--- src/rtl/i2c_seq_pkg.sv ---
package i2c_seq_pkg;

    typedef enum logic [1:0] {
        OP_START = 2'd0,
        OP_STOP  = 2'd1,
        OP_WRITE = 2'd2,
        OP_READ  = 2'd3
    } eng_op_e;

    typedef enum logic [1:0] {
        TXN_WRITE = 2'd0,
        TXN_READ  = 2'd1,
        TXN_PROBE = 2'd2
    } txn_kind_e;

endpackage

--- src/rtl/i2c_seq_fold.sv ---
// Folds register-address bits above the configured length into the device address.
module i2c_seq_fold #(
    parameter int ADDR_BYTES = 4,
    parameter int LEN_W      = 3
) (
    input  logic [6:0]              dev,
    input  logic [8*ADDR_BYTES-1:0] reg_addr,
    input  logic [LEN_W-1:0]        len,
    input  logic [6:0]              mask,
    input  logic                    en,
    output logic [6:0]              dev_eff
);
    localparam int WIDE_W = 8*ADDR_BYTES + 8;

    logic [WIDE_W-1:0] upper;

    assign upper   = {8'h00, reg_addr} >> {len, 3'b000};
    assign dev_eff = en ? (dev | (upper[6:0] & mask)) : dev;
endmodule

--- src/rtl/i2c_seq_regsel.sv ---
// Picks one byte of the register address by index.
module i2c_seq_regsel #(
    parameter int ADDR_BYTES = 4,
    parameter int IDX_W      = 2
) (
    input  logic [8*ADDR_BYTES-1:0] reg_addr,
    input  logic [IDX_W-1:0]        idx,
    output logic [7:0]              byte_out
);
    always_comb begin
        byte_out = 8'h00;
        for (int i = 0; i < ADDR_BYTES; i++) begin
            if (idx == IDX_W'(i)) byte_out = reg_addr[8*i +: 8];
        end
    end
endmodule

--- src/rtl/i2c_txn_seq.sv ---
module i2c_txn_seq
    import i2c_seq_pkg::*;
#(
    parameter int ADDR_BYTES = 4,
    parameter int COUNT_W    = 8,
    localparam int LEN_W     = $clog2(ADDR_BYTES + 1),
    localparam int RA_W      = 8 * ADDR_BYTES
) (
    input  logic               clk,
    input  logic               rst_n,
    input  logic               cmd_valid,
    output logic               cmd_ready,
    input  logic [1:0]         cmd_kind,
    input  logic [6:0]         cmd_dev,
    input  logic [RA_W-1:0]    cmd_reg,
    input  logic [LEN_W-1:0]   cmd_len,
    input  logic [COUNT_W-1:0] cmd_count,
    input  logic [6:0]         cmd_fold_mask,
    input  logic               cfg_rep_start,
    input  logic               wr_valid,
    output logic               wr_ready,
    input  logic [7:0]         wr_data,
    output logic               rd_valid,
    input  logic               rd_ready,
    output logic [7:0]         rd_data,
    output logic               eng_cmd_valid,
    output logic [1:0]         eng_cmd_op,
    output logic [7:0]         eng_cmd_byte,
    output logic               eng_cmd_nack,
    input  logic               eng_done,
    input  logic               eng_rx_nack,
    input  logic [7:0]         eng_rx_byte,
    output logic               busy,
    output logic               res_valid,
    output logic               res_error,
    output logic               res_present,
    output logic [COUNT_W-1:0] res_fail_count
);
    localparam int IDX_W = (ADDR_BYTES > 1) ? $clog2(ADDR_BYTES) : 1;

    typedef enum logic [3:0] {
        S_IDLE, S_START, S_DEV_WR, S_REG_ADDR, S_RE_STOP, S_RE_START,
        S_DEV_RD, S_RD_BYTE, S_RD_PUSH, S_WR_WAIT, S_WR_BYTE, S_STOP, S_FINISH
    } state_e;

    state_e state_q, state_d;

    logic [1:0]         kind_q;
    logic [6:0]         dev_q, mask_q;
    logic [RA_W-1:0]    reg_q;
    logic [LEN_W-1:0]   len_q;
    logic [COUNT_W-1:0] cnt_q;
    logic [IDX_W-1:0]   idx_q;
    logic               rep_q;
    logic [7:0]         wbuf_q, rbuf_q;
    logic               err_q, present_q;
    logic [COUNT_W-1:0] fails_q;

    logic       is_read, is_write, is_probe, last_cnt;
    logic [6:0] dev_eff;
    logic [7:0] reg_byte;

    assign is_read  = (kind_q == TXN_READ);
    assign is_write = (kind_q == TXN_WRITE);
    assign is_probe = !(is_read || is_write);
    assign last_cnt = (cnt_q == COUNT_W'(1));

    i2c_seq_fold #(.ADDR_BYTES(ADDR_BYTES), .LEN_W(LEN_W)) u_fold (
        .dev      (dev_q),
        .reg_addr (reg_q),
        .len      (len_q),
        .mask     (mask_q),
        .en       (!is_probe),
        .dev_eff  (dev_eff)
    );

    i2c_seq_regsel #(.ADDR_BYTES(ADDR_BYTES), .IDX_W(IDX_W)) u_regsel (
        .reg_addr (reg_q),
        .idx      (idx_q),
        .byte_out (reg_byte)
    );

    // State register
    always_ff @(posedge clk) begin
        if (!rst_n) state_q <= S_IDLE;
        else        state_q <= state_d;
    end

    // Next state
    always_comb begin
        state_d = state_q;
        unique case (state_q)
            S_IDLE:     if (cmd_valid) state_d = S_START;
            S_START:    if (eng_done) state_d = (is_read && len_q == '0) ? S_DEV_RD : S_DEV_WR;
            S_DEV_WR:   if (eng_done) begin
                            if (eng_rx_nack || is_probe) state_d = S_STOP;
                            else if (len_q != '0)        state_d = S_REG_ADDR;
                            else                         state_d = (cnt_q != '0) ? S_WR_WAIT : S_STOP;
                        end
            S_REG_ADDR: if (eng_done) begin
                            if (eng_rx_nack)         state_d = S_STOP;
                            else if (idx_q != '0)    state_d = S_REG_ADDR;
                            else if (is_read)        state_d = rep_q ? S_RE_START : S_RE_STOP;
                            else                     state_d = (cnt_q != '0) ? S_WR_WAIT : S_STOP;
                        end
            S_RE_STOP:  if (eng_done) state_d = S_RE_START;
            S_RE_START: if (eng_done) state_d = S_DEV_RD;
            S_DEV_RD:   if (eng_done) state_d = (cnt_q != '0) ? S_RD_BYTE : S_STOP;
            S_RD_BYTE:  if (eng_done) state_d = S_RD_PUSH;
            S_RD_PUSH:  if (rd_ready) state_d = last_cnt ? S_STOP : S_RD_BYTE;
            S_WR_WAIT:  if (wr_valid) state_d = S_WR_BYTE;
            S_WR_BYTE:  if (eng_done) state_d = last_cnt ? S_STOP : S_WR_WAIT;
            S_STOP:     if (eng_done) state_d = S_FINISH;
            S_FINISH:   state_d = S_IDLE;
            default:    state_d = S_IDLE;
        endcase
    end

    // Datapath registers
    always_ff @(posedge clk) begin
        if (!rst_n) begin
            kind_q <= '0; dev_q <= '0; mask_q <= '0; reg_q <= '0; len_q <= '0;
            cnt_q <= '0; idx_q <= '0; rep_q <= 1'b0; wbuf_q <= '0; rbuf_q <= '0;
            err_q <= 1'b0; present_q <= 1'b0; fails_q <= '0;
        end else begin
            unique case (state_q)
                S_IDLE: if (cmd_valid) begin
                    kind_q <= cmd_kind; dev_q <= cmd_dev; mask_q <= cmd_fold_mask;
                    reg_q <= cmd_reg; len_q <= cmd_len; cnt_q <= cmd_count;
                    rep_q <= cfg_rep_start; err_q <= 1'b0; present_q <= 1'b0;
                    fails_q <= '0;
                end
                S_DEV_WR: if (eng_done) begin
                    if (is_probe)         present_q <= !eng_rx_nack;
                    else if (eng_rx_nack) err_q <= 1'b1;
                    idx_q <= IDX_W'(len_q - LEN_W'(1));
                end
                S_REG_ADDR: if (eng_done) begin
                    if (eng_rx_nack) err_q <= 1'b1;
                    else             idx_q <= idx_q - IDX_W'(1);
                end
                S_RD_BYTE: if (eng_done) rbuf_q <= eng_rx_byte;
                S_RD_PUSH: if (rd_ready) cnt_q <= cnt_q - COUNT_W'(1);
                S_WR_WAIT: if (wr_valid) wbuf_q <= wr_data;
                S_WR_BYTE: if (eng_done) begin
                    if (eng_rx_nack) fails_q <= fails_q + COUNT_W'(1);
                    cnt_q <= cnt_q - COUNT_W'(1);
                end
                default: ;
            endcase
        end
    end

    // Outputs
    always_comb begin
        eng_cmd_valid = 1'b0;
        eng_cmd_op    = OP_START;
        eng_cmd_byte  = 8'h00;
        eng_cmd_nack  = 1'b0;
        unique case (state_q)
            S_START, S_RE_START: begin eng_cmd_valid = 1'b1; eng_cmd_op = OP_START; end
            S_RE_STOP, S_STOP:   begin eng_cmd_valid = 1'b1; eng_cmd_op = OP_STOP;  end
            S_DEV_WR:   begin eng_cmd_valid = 1'b1; eng_cmd_op = OP_WRITE; eng_cmd_byte = {dev_eff, 1'b0}; end
            S_DEV_RD:   begin eng_cmd_valid = 1'b1; eng_cmd_op = OP_WRITE; eng_cmd_byte = {dev_eff, 1'b1}; end
            S_REG_ADDR: begin eng_cmd_valid = 1'b1; eng_cmd_op = OP_WRITE; eng_cmd_byte = reg_byte; end
            S_WR_BYTE:  begin eng_cmd_valid = 1'b1; eng_cmd_op = OP_WRITE; eng_cmd_byte = wbuf_q; end
            S_RD_BYTE:  begin eng_cmd_valid = 1'b1; eng_cmd_op = OP_READ;  eng_cmd_nack = last_cnt; end
            default: ;
        endcase
        cmd_ready      = (state_q == S_IDLE);
        busy           = (state_q != S_IDLE);
        wr_ready       = (state_q == S_WR_WAIT);
        rd_valid       = (state_q == S_RD_PUSH);
        rd_data        = rbuf_q;
        res_valid      = (state_q == S_FINISH);
        res_error      = err_q;
        res_present    = present_q;
        res_fail_count = fails_q;
    end
endmodule

--- config.mk ---
export PLATFORM = sky130hd
export DESIGN_NAME = i2c_txn_seq
export DESIGN_NICKNAME = d
export VERILOG_FILES = /design/src/rtl/i2c_seq_pkg.sv /design/src/rtl/i2c_seq_fold.sv /design/src/rtl/i2c_seq_regsel.sv /design/src/rtl/i2c_txn_seq.sv
export SDC_FILE = /design/constraint.sdc
export NUM_CORES = 1
export LEC_CHECK = 0
export BUFFER_PORTS_ARGS = -buffer_cell sky130_fd_sc_hd__buf_4
export CAP_MARGIN = 10
export CORE_AREA = 5 5 115 117
export DETAILED_ROUTE_END_ITERATION = 7
export DIE_AREA = 0 0 120 122
export GPL_TIMING_DRIVEN = 0
export PLACE_DENSITY_LB_ADDON = 0.2
export SKIP_CTS_REPAIR_TIMING = 1
export SLEW_MARGIN = 20
export SYNTH_ARGS = -nofsm -noshare
export SYNTH_HDL_FRONTEND = slang
export SYNTH_SLANG_ARGS = --single-unit
--- constraint.sdc ---
create_clock -name clk -period 1.7 [get_ports clk]
set_input_delay 0.255 -clock clk [delete_from_list [all_inputs] [get_ports clk]]
set_output_delay 0.255 -clock clk [all_outputs]
set_load 0.05 [all_outputs]
Word level (Yosys, flattened, before mapping)
Cells that the tools add are included.
- register bits: 92
- output and inout port bits: 35
- logic and storage cells: 138
- $add $sub $neg: 4
- eq/ne operators: 33
- shift operators: 1
- mux-type cells: 54
- bitwise logic cells: 2
- reduce and logical (&&, ||, !) cells: 30
- operators by type and width (kind ; count):
    two-way mux 8 bit ; 10
    two-way mux 4 bit ; 19
    case mux 4 bit (12 select lines) ; 1
    case mux 8 bit (4 select lines) ; 1
    right shift 32 x 6 -> 7 bit ; 1
    != test 2 bit (second input constant) ; 14
    case mux 8 bit (3 select lines) ; 1
    == test 4 bit (second input constant) ; 5
    == test 4 x 3 -> 1 bit (second input constant) ; 4
    case mux 8 bit (2 select lines) ; 1
    AND reduction 4 bit ; 4
    AND reduction 12 bit ; 1
    two-way mux 1 bit ; 10
    two-way mux 2 bit ; 5
    nonzero test 3 bit ; 3
    OR reduction 9 bit ; 1
    adder 8 x 1 -> 8 bit (second input constant) ; 1
    == test 4 x 2 -> 1 bit (second input constant) ; 2
    == test 8 x 1 -> 1 bit (second input constant) ; 1
    nonzero test 2 bit ; 4
    nonzero test 8 bit ; 1
    subtractor 8 x 1 -> 8 bit (second input constant) ; 1
    bitwise AND 7 bit ; 1
    two-way mux 7 bit ; 1
    other kinds (22) ; 31

Logic depth before layout (Yosys ltp)
- depth after elaboration: 7
- gate-level depth with buffers: 8

Hierarchy
Synthesis repeated with hierarchy kept, for this count alone.
- cells, all modules: 578
- area total of the unflattened synthesis: 4770.8 µm²
- modules (own cells, without submodules) (module ; instances ; cells each ; area an instance (µm²) ; sequential area each (µm²)):
    i2c_txn_seq ; 1 ; 535 ; 4300.4 ; 1841.8
    i2c_seq_fold ; 1 ; 33 ; 274.0 ; 0.0
    i2c_seq_regsel ; 1 ; 10 ; 196.4 ; 0.0

Worst setup path before layout
No wires, ideal clock.
- kind: reg-to-output
- start: register idx_q[1]
- end: output eng_cmd_byte[6]
- data arrival time: 2.104 ns
- required time: 1.445 ns
- slack: -0.659 ns
- cell stages (with the launch flop): 9
- buffers on the path: 1
- cell sequence: dfxtp_1 -> inv_1 -> ha_1 -> clkbuf_1 -> and3b_1 -> a21oi_1 -> o21ai_0 -> mux2i_1 -> o221ai_1
- word-level cells in the longest chain between the ends: 6
- ends and longest elaborated chain (element ; line ; RTL):
    start, declared ; i2c_txn_seq.sv:53 ; logic [IDX_W-1:0] idx_q;
    start signal, assigned ; i2c_txn_seq.sv:136 ; idx_q <= IDX_W'(len_q - LEN_W'(1));
    start signal, assigned ; i2c_txn_seq.sv:140 ; else idx_q <= idx_q - IDX_W'(1);
    logical NOT 2 bit ; i2c_seq_regsel.sv:13 ; if (idx == IDX_W'(i)) byte_out = reg_addr[8*i +: 8];
    two-way mux 8 bit (3 in a row) ; i2c_seq_regsel.sv:13 ;
    two-way mux 8 bit (*) ; i2c_seq_regsel.sv:13 ;
    case mux 8 bit (4 select lines) (*) ; i2c_txn_seq.sv:160 ; unique case (state_q)
    end, declared ; i2c_txn_seq.sv:28 ; output logic [7:0] eng_cmd_byte,
Mark *: on every way between the ends. The rest lies on a longest branch, timed or not.

Worst setup path after layout
Same ends and word-level chain as after synthesis.

==> results.sh <==
export IMPL_timing_final_ws_setup_ns=-0.579
export IMPL_portBuffers=116
export IMPL_drive_gt1_frac=0.387
export IMPL_n_fill_cell=1124
export IMPL_yosysWarnings=0
export IMPL_antenna_found_initial=0
export IMPL_cp_end_kind="output pin"
export IMPL_htreeDepth=3
export IMPL_globalRouteOverflowTotal=0
export IMPL_grt_max_degree=16
export IMPL_dieArea_sq_mm=0.0146
export IMPL_crit_fanout=8
export IMPL_status="finished, violations left"
export IMPL_clk_pin_slew_worst_paths_ns=0.07
export IMPL_grt_pass1_wl_um=23200
export IMPL_synth_seq_area_share=0.384
export IMPL_irDropWorstVdd_uv=658
export IMPL_finalHoldViolCount=0
export IMPL_min_period_ns=2.28
export IMPL_start_util=0.391
export IMPL_clock_skew_ns=0.00470
export IMPL_grt_pass1_vias=4710
export IMPL_path_class="reg -> out"
export IMPL_n_antenna_cell=0
export IMPL_hpwl_um=11300
export IMPL_cts_tree="done"
export IMPL_cp_data_required_time_ns=1.44
export IMPL_mostFrequentLayoutCell="nand2_1"
export IMPL_clockRootBuffer="clkbuf_16"
export IMPL_syn_avg_cell_area_sq_um=8.03
export IMPL_clk_latency_ns=0.35
export IMPL_relSlewSlack=0.594
export IMPL_pre_cts_ws_ns=-0.395
export IMPL_via_per_inst=5.46
export IMPL_synth_seq_cells=92
export IMPL_slew_viol_final=0
export IMPL_synth_main_ff_cell="dfxtp_1"
export IMPL_ios=118
export IMPL_firstDrtPassIters=5
export IMPL_synth_nets=689
export IMPL_final_setup_tns_ns=-5.01
export IMPL_die_h_um=122
export IMPL_ys_async_sr_fraction=0
export IMPL_syn_area_sq_mm=0.00480
export IMPL_synth_cell_types=67
export IMPL_placedInstanceArea_sq_mm=0.00616
export IMPL_max_slew_worst_pin_slew_ns=0.603
export IMPL_fin_util=0.576
export IMPL_p_total_w=0.0105
export IMPL_drc_errors=0
export IMPL_synth_edf_count=0
export IMPL_wire_per_inst_um=17.4
export IMPL_drtAntennaViolNets=0
export IMPL_num_rows=41
export IMPL_gp_congestion=0.911
export IMPL_core_area_sq_mm=0.0123
export IMPL_setup_viol=20
export IMPL_drv_cap=0
export IMPL_rsz0062_at_grt="true"
export IMPL_stdcell_area_sq_mm=0.00706
export IMPL_vias=4888
export IMPL_drt_wl_total_um=15500
export IMPL_first_iter_violations=289
export IMPL_track_usage=0.200
export IMPL_cp_arrival_ns=2.02
export IMPL_leakage_nw=2.87
export IMPL_chipWidth_um=120
export IMPL_syn_instance_count=597
export IMPL_failed_checks="setup timing"
export IMPL_layout_nets=832
export IMPL_timing_fmax_mhz=439
export IMPL_period_share=1.34
export IMPL_startpoint_type="flip-flop"
export IMPL_clock_sinks=92
export IMPL_cts_buffer_depth=2
export IMPL_area_growth_pct=47.2
export IMPL_cts_buffers=9
export IMPL_powerDensity_mw_per_mm2=1490
export IMPL_hp_class="in -> reg"
export IMPL_layout_common_cells="nand2_1, buf_4, dfxtp_1"
[cell usage after synthesis, types with 6 or more instances]
master	instances	area (sq um)
nor2_1	42	158
a21oi_1	79	395
nor2b_1	6	37.5
clkbuf_1	16	60.1
o221ai_1	8	70.1
o21ai_0	9	45.0
buf_2	20	100
o21ai_1	8	40.0
mux2i_1	25	250
nand2b_1	7	43.8
dfxtp_1	92	1840
mux4_2	7	158
a31oi_1	11	68.8
and3b_1	8	70.1
inv_1	12	45.0
nand2_1	141	529
nand4_1	7	43.8
xor2_1	6	52.6
ha_1	9	113
[area by class of cell]
| type | count | area (sq um) | share of cell area |
|---|---|---|---|
| buffer | 38 | 320 | 0.0454 |
| inverter | 13 | 61.3 | 0.00868 |
| multi-input combinational | 453 | 3260 | 0.461 |
| sequential | 92 | 1860 | 0.264 |
| clock buffer | 10 | 239 | 0.0338 |
| clock inverter | 6 | 38.8 | 0.00549 |
| tap | 150 | 188 | 0.0266 |
| timing repair buffer | 133 | 1090 | 0.155 |
[per-stage QoR]
step	cells	hold WS [ns]
final	895	0.140
after CTS	879	0.132
after floorplan	597	0.391
after detailed placement	863	0.459
after global routing	895	0.157
after global placement	863	0.448
[worst max-delay path, stage by stage, from the launching register on]
cell and delay, ns:
dfxtp_4 0.38, inv_4 0.05, ha_4 0.17, buf_8 0.13, and3b_1 0.21, a21oi_2 0.04, o21ai_2 0.18, mux2i_4 0.11
o221ai_4 0.20, buf_6 0.19
[final timing paths]
kind                            cells past startpoint              end  slack [ns]            from
worst max register to register                      7         cnt_q[6]       -0.09      state_q[3]
worst max-delay path                                9  eng_cmd_byte[6]       -0.58        idx_q[1]
worst min-delay path                                3       rd_data[1]        0.14  eng_rx_byte[1]
worst min register to register                      2            rep_q        0.47           rep_q
[state kept, by name, summed over array words and instances, names as in the netlist]
name,flops
rep_q,1
len_q,3
dev_q,7
cnt_q,8
kind_q,2
res_present,1
res_error,1
rd_data,8
state_q,4
res_fail_count,8
wbuf_q,8
reg_q,32
idx_q,2
mask_q,7
[per-layer routing]
layer	global-route usage	routed length (um)	vias to the layer above
met3	0.0348	725	28
met1	0.254	6750	2318
met4	0.0845	341	0
met2	0.336	7720	154
met5	0	0	-
li1	-	-	2388
[report_power, final]
| part | leakage, nW | internal [W] | total (W) | switching [W] |
|---|---|---|---|---|
| clock | 0.135 | 0.00103 | 0.00191 | 0.000880 |
| combinational | 1.98 | 0.00240 | 0.00558 | 0.00318 |
| sequential | 0.756 | 0.00258 | 0.00305 | 0.000464 |
| total | 2.87 | 0.00601 | 0.0105 | 0.00452 |
[logic make-up after synthesis]
family,count (synthesis),share of synthesized area
buffers and inverters,53,0.0514
muxes,34,0.0897
xor gates and xnor gates,6,0.0110
DFF,92,0.384
AOI/OAI and AO/OA,149,0.191
adders and majority gates,9,0.0235
and+or+nand+nor,254,0.249
Power figures use the tool's default switching activity.
